## src/rtl/excp_pkg.sv

```systemverilog
package excp_pkg;
   localparam int CAUSE_W = 5;

   typedef enum logic [1:0] {
      SZ_BYTE = 2'd0,
      SZ_HALF = 2'd1,
      SZ_WORD = 2'd2,
      SZ_WIDE = 2'd3
   } mem_size_e;

   localparam logic [CAUSE_W-1:0] CAUSE_NONE      = 5'd0;
   localparam logic [CAUSE_W-1:0] CAUSE_MISAL_DAT = 5'd8;
   localparam logic [CAUSE_W-1:0] CAUSE_MISAL_DST = 5'd9;
   localparam logic [CAUSE_W-1:0] CAUSE_DIV_ERR   = 5'd10;
endpackage

```

## src/rtl/excp_div_check.sv

```systemverilog
module excp_div_check #(
   parameter int XLEN      = 32,
   parameter bit HW_DIVIDE = 1'b1
) (
   input  logic [XLEN-1:0] dvd,
   input  logic [XLEN-1:0] dvs,
   input  logic            sgn,
   output logic            err
);
   localparam logic [XLEN-1:0] MOST_NEG = {1'b1, {(XLEN-1){1'b0}}};
   localparam logic [XLEN-1:0] MINUS_1  = {XLEN{1'b1}};

   generate
      if (HW_DIVIDE) begin : g_div
         logic zero_dvs, ovf;
         always_comb begin
            zero_dvs = (dvs == '0);
            ovf      = sgn && (dvd == MOST_NEG) && (dvs == MINUS_1);
            err      = zero_dvs || ovf;
         end
      end else begin : g_nodiv
         logic unused_ok;
         always_comb begin
            unused_ok = ^{dvd, dvs, sgn};
            err       = 1'b0 & unused_ok;
         end
      end
   endgenerate
endmodule

```

## src/rtl/excp_align_check.sv

```systemverilog
module excp_align_check
   import excp_pkg::*;
#(
   parameter int XLEN       = 32,
   parameter int INSTR_ALGN = 2
) (
   input  logic [XLEN-1:0] daddr,
   input  mem_size_e       dsize,
   input  logic [XLEN-1:0] taddr,
   output logic            data_mis,
   output logic            dest_mis
);
   localparam int MAX_LG = 2;
   localparam logic [XLEN-1:0] TMASK = XLEN'((1 << INSTR_ALGN) - 1);

   function automatic logic [XLEN-1:0] low_mask(input mem_size_e s);
      int lg;
      lg = (int'(s) > MAX_LG) ? MAX_LG : int'(s);
      return XLEN'((1 << lg) - 1);
   endfunction

   always_comb begin
      data_mis = |(daddr & low_mask(dsize));
      dest_mis = |(taddr & TMASK);
   end
endmodule

```

## src/rtl/excp_capture.sv

```systemverilog
module excp_capture
   import excp_pkg::*;
#(
   parameter int XLEN = 32
) (
   input  logic               clk,
   input  logic               rst,
   input  logic               vld,
   input  logic               hit_dst,
   input  logic               hit_dat,
   input  logic               hit_div,
   input  logic               rec_en,
   input  logic [XLEN-1:0]    daddr,
   input  logic [XLEN-1:0]    taddr,
   output logic               exc_q,
   output logic [CAUSE_W-1:0] cause_q,
   output logic [XLEN-1:0]    addr_q
);
   logic               accept;
   logic [CAUSE_W-1:0] cause_d;
   logic [XLEN-1:0]    addr_d;

   always_comb begin
      accept  = vld && (hit_dst || hit_dat || hit_div);
      cause_d = cause_q;
      addr_d  = addr_q;
      if (hit_dst) begin
         cause_d = CAUSE_MISAL_DST;
         addr_d  = taddr;
      end else if (hit_dat) begin
         cause_d = CAUSE_MISAL_DAT;
         addr_d  = daddr;
      end else if (hit_div) begin
         cause_d = CAUSE_DIV_ERR;
      end
   end

   always_ff @(posedge clk) begin
      if (rst) begin
         exc_q   <= 1'b0;
         cause_q <= CAUSE_NONE;
         addr_q  <= '0;
      end else begin
         exc_q <= accept;
         if (accept && rec_en) begin
            cause_q <= cause_d;
            addr_q  <= addr_d;
         end
      end
   end
endmodule

```

## src/rtl/excp_cond_detect.sv

```systemverilog
module excp_cond_detect
   import excp_pkg::*;
#(
   parameter int XLEN       = 32,
   parameter bit HW_DIVIDE  = 1'b1,
   parameter int INSTR_ALGN = 2
) (
   input  logic               clk,
   input  logic               rst,
   input  logic               instr_valid,
   input  logic               is_load,
   input  logic               is_store,
   input  logic               is_div,
   input  logic               is_jump,
   input  logic [1:0]         mem_size,
   input  logic [XLEN-1:0]    data_addr,
   input  logic [XLEN-1:0]    jump_target,
   input  logic [XLEN-1:0]    div_a,
   input  logic [XLEN-1:0]    div_b,
   input  logic               div_signed,
   input  logic               en_div_chk,
   input  logic               en_align_chk,
   input  logic               en_cause_rec,
   output logic               exc_valid,
   output logic [CAUSE_W-1:0] exc_cause,
   output logic [XLEN-1:0]    bad_addr
);
   generate
      if (XLEN < 16) begin : g_bad_xlen
         $error("excp_cond_detect: XLEN must be at least 16");
      end
      if (INSTR_ALGN < 1 || INSTR_ALGN > 3) begin : g_bad_algn
         $error("excp_cond_detect: INSTR_ALGN out of range");
      end
   endgenerate

   logic div_err, data_mis, dest_mis;
   logic hit_div, hit_dat, hit_dst;

   excp_div_check #(.XLEN(XLEN), .HW_DIVIDE(HW_DIVIDE)) u_div (
      .dvd (div_a),
      .dvs (div_b),
      .sgn (div_signed),
      .err (div_err)
   );

   excp_align_check #(.XLEN(XLEN), .INSTR_ALGN(INSTR_ALGN)) u_algn (
      .daddr    (data_addr),
      .dsize    (mem_size_e'(mem_size)),
      .taddr    (jump_target),
      .data_mis (data_mis),
      .dest_mis (dest_mis)
   );

   always_comb begin
      hit_div = en_div_chk && is_div && div_err;
      hit_dat = en_align_chk && (is_load || is_store) && data_mis;
      hit_dst = en_align_chk && is_jump && dest_mis;
   end

   excp_capture #(.XLEN(XLEN)) u_cap (
      .clk     (clk),
      .rst     (rst),
      .vld     (instr_valid),
      .hit_dst (hit_dst),
      .hit_dat (hit_dat),
      .hit_div (hit_div),
      .rec_en  (en_cause_rec),
      .daddr   (data_addr),
      .taddr   (jump_target),
      .exc_q   (exc_valid),
      .cause_q (exc_cause),
      .addr_q  (bad_addr)
   );
endmodule

```

## config.mk

```make
export PLATFORM = sky130hd
export DESIGN_NAME = excp_cond_detect
export DESIGN_NICKNAME = d
export VERILOG_FILES = /design/src/rtl/excp_pkg.sv /design/src/rtl/excp_div_check.sv /design/src/rtl/excp_align_check.sv /design/src/rtl/excp_capture.sv /design/src/rtl/excp_cond_detect.sv
export SDC_FILE = /design/constraint.sdc
export NUM_CORES = 1
export LEC_CHECK = 0
export ABC_AREA = 1
export BUFFER_PORTS_ARGS = -buffer_cell sky130_fd_sc_hd__buf_4
export CAP_MARGIN = 15
export CORE_MARGIN = 10
export CORE_UTILIZATION = 35
export CTS_BUF_LIST = sky130_fd_sc_hd__clkbuf_4
export DETAILED_ROUTE_END_ITERATION = 16
export HOLD_SLACK_MARGIN = 0.02
export PLACE_DENSITY_LB_ADDON = 0.1
export SLEW_MARGIN = 20
export SYNTH_ARGS = -nofsm -noshare
export SYNTH_HDL_FRONTEND = slang
export SYNTH_HIERARCHICAL = 1
export SYNTH_SLANG_ARGS = --single-unit
```

## constraint.sdc

```tcl
create_clock -name clk -period 2.3 [get_ports clk]
set_input_delay 0.46 -clock clk [delete_from_list [all_inputs] [get_ports clk]]
set_output_delay 0.46 -clock clk [all_outputs]
set_load 0.01 [all_outputs]
```

==> metrics.yaml, run 1 <==
hpwl_mm: 7.36
die_area_mm2: 0.0105
cap_violations: 0
critPathMaxFanout: 31
synth_top_area_cell: "nand2_1"
cts.repair.resized: 0
drt_iter0_markers: 71
final_area_mm2: 0.00378
required_ns: 2.56
vdd_drop_max_uv: 305
start_util: 0.367
wire_per_inst_um: 12.7
cts_tree: "built"
power_density_mw_per_mm2: 401
core_area_mm2: 0.00646
place_area_mm2: 0.00371
yosysSeqAreaShare: 0.304
die_x_um: 102
grt_use_total: 0.162
drc: 0
synthDistinctLibCells: 23
finalNetCount: 757
syn_avg_cell_area_um2: 5.34
critPathArrivalTime_ns: 1.98
layout_common_cells: "nand2_1 (197), buf_4 (182), nor2_1 (115)"
holdBufCountCts: 0
clk_pin_slew_ns: 0.09
fin_setup_tns_ns: 0
syn_area_mm2: 0.00237
power_leakage_uw: 0.00224
clk_latency_ns: 0.33
rows: 29
synth_top_area_frac: 0.312
post_cts_buffers: 0
rrSetupSlack_ns: 1.65
setup_viol: 0
crit_type: "in2reg"
cts_made_buffers: 5
layout_commonest_cell: "nand2_1"
synth_cells: 444
yosysWarnings: 6
drt_pass1_iterations: 4
hold_path.class: "in2reg"
n_antenna_cell: 0
via_count: 2991
clock-root-buffer: "clkbuf_4"
synth_seq_cells: 36
slew_violations: 0
ios: 179
portBuffers: 176
clock-sinks: 36
clockBufferDepth: 2
startpoint_type: "input port"
grt_pass1_vias: 2869
cp-end-kind: "register"
h-tree-depth: 2
die_y_um: 102
hold_viol: 0
grt_max_degree: 35
finClkSkew_ns: 0
fmax_ghz: 0.583
rsz0062_at_grt: "no"
syn_to_final_growth_pct: 59.7
nFillCells: 676
drive_gt1_frac: 0.317
fin_crit_ns: 1.72
gp_congestion: 0.851
antenna_found_initial: 0
ant_nets: 0
via_per_inst: 4.32
fin_crit_sh: 0.746
grt_pass1_wl_mm: 13.7
finalWirelength_mm: 8.81
fin_util: 0.586
ys_top_cells_by_area: "nand2_1 (31%), dfxtp_1 (30%), nor2_1 (18%), inv_1 (7.3%), buf_6 (2.4%)"
outcome: "completed"
grt.overflow.total: 0
==> worst paths after layout <==
kind | to | startpoint | depth (start not counted)
setup / recovery | u_cap/addr_q[14] | div_a[24] | 16
hold / removal | u_cap/cause_q[3] | rst | 2
setup reg to reg | u_cap/addr_q[0] | u_cap/addr_q[0] | 4
hold reg to reg | u_cap/cause_q[3] | u_cap/cause_q[3] | 2
==> area by class of cell <==
cell class,instances,area [µm²],area share
clock buffers,5,37.5,0.00992
clock inverters,3,37.5,0.00992
inverters,48,180,0.0476
multi-input cells,342,1350,0.356
flip-flops and latches,36,721,0.190
well taps,77,96.3,0.0255
repair buffers,182,1370,0.361
==> critical path, cell delays in order <==
cell,delay [ns]
buf_4,0.10
or2_0,0.21
nor2_1,0.09
nand2_1,0.06
nor2_1,0.11
nand3_1,0.08
nand2_1,0.06
inv_1,0.03
nor2_1,0.09
inv_1,0.05
nand2_1,0.06
nand4_1,0.09
buf_4,0.25
nand2_1,0.09
nand2_1,0.05
nor2_1,0.08
==> synth_stat cells <==
cell type,number
conb_1,3
nand4_1,7
nor2_2,3
o21ai_1,2
nand2_2,1
or2_0,1
a21oi_1,2
a21boi_1,1
buf_2,4
inv_1,46
clkbuf_1,6
buf_6,5
ha_1,1
dfxtp_1,36
nand3b_1,1
inv_2,1
or2_2,1
nand3_1,4
nand2_1,197
clkinv_1,1
nor2_1,116
nor3_1,1
buf_4,4
==> state kept, by name, indices dropped and copies added (netlist names) <==
name           cells
u_cap/addr_q      32
u_cap/cause_q      3
u_cap/exc_q        1
==> kinds of logic after synthesis <==
group | synth area share
AO/OA/AOI/OAI | 0.0116
flip-flops | 0.304
AND/OR/NAND/NOR | 0.544
other | 0.00475
buffers and inverters | 0.130
adder cells (fa/ha/maj) | 0.00528
==> per-stage QoR <==
stage                     setup slack, ns  std cells  total power, µW  hold WS (ns)
after floorplan                     0.449        445              849         0.465
after global placement              0.261        685             1100         0.433
after detailed placement            0.229        685             1110         0.438
after CTS                           0.581        693             1540         0.291
after global routing                0.337        693             1630         0.285
final                               0.585        693             1520         0.308
==> layer usage <==
metal,global-route usage,share of wire,up-vias
met5,0,0,-
met4,0.0401,0.0099,0
met3,0.0688,0.11,9
met2,0.280,0.47,114
met1,0.180,0.41,1239
li1,-,-,1629
==> power by group <==
part	switching (µW)	total (µW)	leakage [µW]	internal, µW
Clock	205	427	0.0000403	222
Combinational	187	431	0.00191	243
Sequential	12.1	660	0.000292	648
No activity file was read; power rests on OpenSTA's default activity.
==> inputs of run 2 (changes only) <==
==> constraint.sdc (replaced) <==
create_clock -name clk -period 1.5 [get_ports clk]
set_input_delay 0.3 -clock clk [delete_from_list [all_inputs] [get_ports clk]]
set_output_delay 0.3 -clock clk [all_outputs]
set_load 0.01 [all_outputs]
==> run 2 against run 1 <==
- the flow now finishes with violations (setup timing)
- largest power group unchanged
- combinational power up 71%
- register-to-register slack worse by 0.84 ns
- flip-flop and latch count unchanged
- via count up 3.0%
- total power up 63%
- critical path type unchanged
- clock-buffer cell count unchanged
- die area unchanged
==> metrics.yaml, run 2 (synthesis gave the netlist of run 1 again) <==
outcome: "finished with violations"
violations: "setup timing"
critPathMaxStageDelay_ns: 0.19  # -0.06 ns
layout.cells.non_filler: 706  # +1.9%
drive_gt1_frac: 0.396  # +0.0793
dpl.cell_count: 690  # +0.73%
n_antenna_cell: 0  # unchanged
clock-sinks: 36  # unchanged
cap_violations: 0  # unchanged
drc: 0  # unchanged
startpoint: "div_a[9]"
ios: 179  # unchanged
drt_iter0_markers: 79  # +11%
antenna_found_initial: 0  # unchanged
wire_per_inst_um: 13.5  # +6.1%
preCtsSetupSlack_ns: -0.439  # -0.668 ns
h-tree-depth: 2  # unchanged
clk_pin_slew_ns: 0.13  # +0.04 ns
power_density_mw_per_mm2: 599  # +49%
gp_congestion: 0.857  # +0.79%
rsz0062_at_grt: "yes"
via_per_inst: 4.36  # +1.1%
hpwl_mm: 7.37  # about the same
drt_pass1_iterations: 4  # unchanged
vdd_drop_max_uv: 414  # +36%
slew_violations: 0  # unchanged
layout_common_cells: "buf_4 (184), nand2_1 (176), nor2_1 (99)"
core_area_mm2: 0.00646  # unchanged
finalWirelength_mm: 9.52  # +8.0%
grt.overflow.total: 0  # unchanged
finClkSkew_ns: 0  # unchanged
setup_viol: 29  # +29
syn_to_final_growth_pct: 74.2
die_area_mm2: 0.0105  # unchanged
r2r-start: "u_cap/addr_q[3]"
cts_tree: "built"
crit_chain: "buf_4 > nor2_2 > nand2_1 > nor2_2 > nand2_1 > nor2_1 > nand3_1 > nand2_1 > inv_1 > nor2_1 > inv_1 > nand2_1 > nand4_1 > buf_6 > clkbuf_16 > nor2_1 > nor2_1"
clockBufferDepth: 2  # unchanged
portBuffers: 176  # unchanged
reg_top3: "u_cap/addr_q (32), u_cap/cause_q (3), u_cap/exc_q (1)"
fmax_ghz: 0.649
clock-root-buffer: "clkbuf_4"
hold_path.startpoint: "rst"
power_leakage_uw: 0.00235  # +4.9%
critPathMaxFanout: 12  # -61%
fin_crit_sh: 1.03
layout_commonest_cell: "buf_4"
largest_reg_flops: 32  # unchanged
finalNetCount: 770  # +1.7%
timing.hold.ws_ns: 0.109  # -0.200 ns
ant_nets: 0  # unchanged
startpoint_type: "input port"
hold_path.class: "in2reg"
clockPowerShare: 0.291  # +0.010
comb_power_share: 0.299  # +0.015
holdBufCountCts: 0  # unchanged
fin_setup_tns_ns: -0.777  # -0.777 ns
die_x_um: 102  # unchanged
cp-end-kind: "register"
crit_type: "in2reg"
timing.final.ws_setup_ns: -0.0410  # -0.626 ns
required_ns: 1.74  # -0.82 ns
p_switching_uw: 699  # +73%
switching_share: 0.283  # +0.0166
largest_register: "u_cap/addr_q"
grt_use_total: 0.164  # +0.00181
grt_max_degree: 34  # -2.9%
critPathSlowestCell: "buf_6"
power.internal_uw: 1770  # +59%
fin_crit_ns: 1.54
grt_pass1_wl_mm: 13.9  # +1.4%
cts_made_buffers: 5  # unchanged
pwr-share-seq: 0.410  # -0.025
hold_viol: 0  # unchanged
die_y_um: 102  # unchanged
start_util: 0.367  # unchanged
critPathArrivalTime_ns: 1.78  # -0.20 ns
grt_pass1_vias: 2991  # +4.3%
clk_latency_ns: 0.33  # about the same
rows: 29  # unchanged
via_count: 3080  # +3.0%
==> run 2: power by group through the flow <==
stage          registers [µW]  logic [µW]  clock network [µW]
3_3_place_gp             1030         666                   0
3_5_place_dp             1030         678                   0
4_1_cts                  1010         694                 741
5_1_grt                  1020         819                 784
6_report                 1010         738                 719
2_1_floorplan            1050         251                   0
==> run 2: layout make-up <==
| class | count | area [µm²] |
|---|---|---|
| tap | 77 | 96.3 |
| sequential | 36 | 721 |
| timing repair buffer | 195 | 1590 |
| clock inverter | 3 | 46.3 |
| inverter | 48 | 180 |
| multi-input combinational | 342 | 1450 |
| fill | 644 | 2330 |
| clock buffer | 5 | 37.5 |
==> run 2: critical path: cells and delay by family <==
family,cells,cell delay [ns]
and+or+nand+nor,12,0.92
buffers and inverters,5,0.56
==> run 2: through the flow <==
step	util	instance area (µm²)	power, µW
5_1_grt	0.639	4130	2620
3_3_place_gp	0.580	3750	1700
4_1_cts	0.603	3900	2450
3_5_place_dp	0.580	3750	1710
2_1_floorplan	-	2380	1300
6_report	0.639	4130	2470
==> run 2: repair_timing <==
action,4_1_cts,5_1_grt
endpoints found under the setup margin,21,36
buffers inserted,1,1
cloned,1,5
endpoints found under the hold margin,0,0
pin swaps,2,11
gates resized for setup,9,41
==> run 2: path summary, 6_finish.rpt <==
| path | cells after the start | endpoint | slack, ns |
|---|---|---|---|
| max | 17 | u_cap/addr_q[24] | -0.04 |
| min | 2 | u_cap/cause_q[3] | 0.11 |
| max reg2reg | 4 | u_cap/addr_q[3] | 0.81 |
| min reg2reg | 2 | u_cap/cause_q[3] | 0.47 |
==> run 2: routing by layer <==
metal / wire length (µm) / global-route usage / up-vias / share of wire
li1: - / - / 1659 / -
met1: 3730 / 0.174 / 1311 / 0.39
met2: 4700 / 0.293 / 104 / 0.49
met3: 998 / 0.0722 / 6 / 0.10
met4: 93 / 0.0347 / 0 / 0.0098
met5: 0 / 0 / - / 0
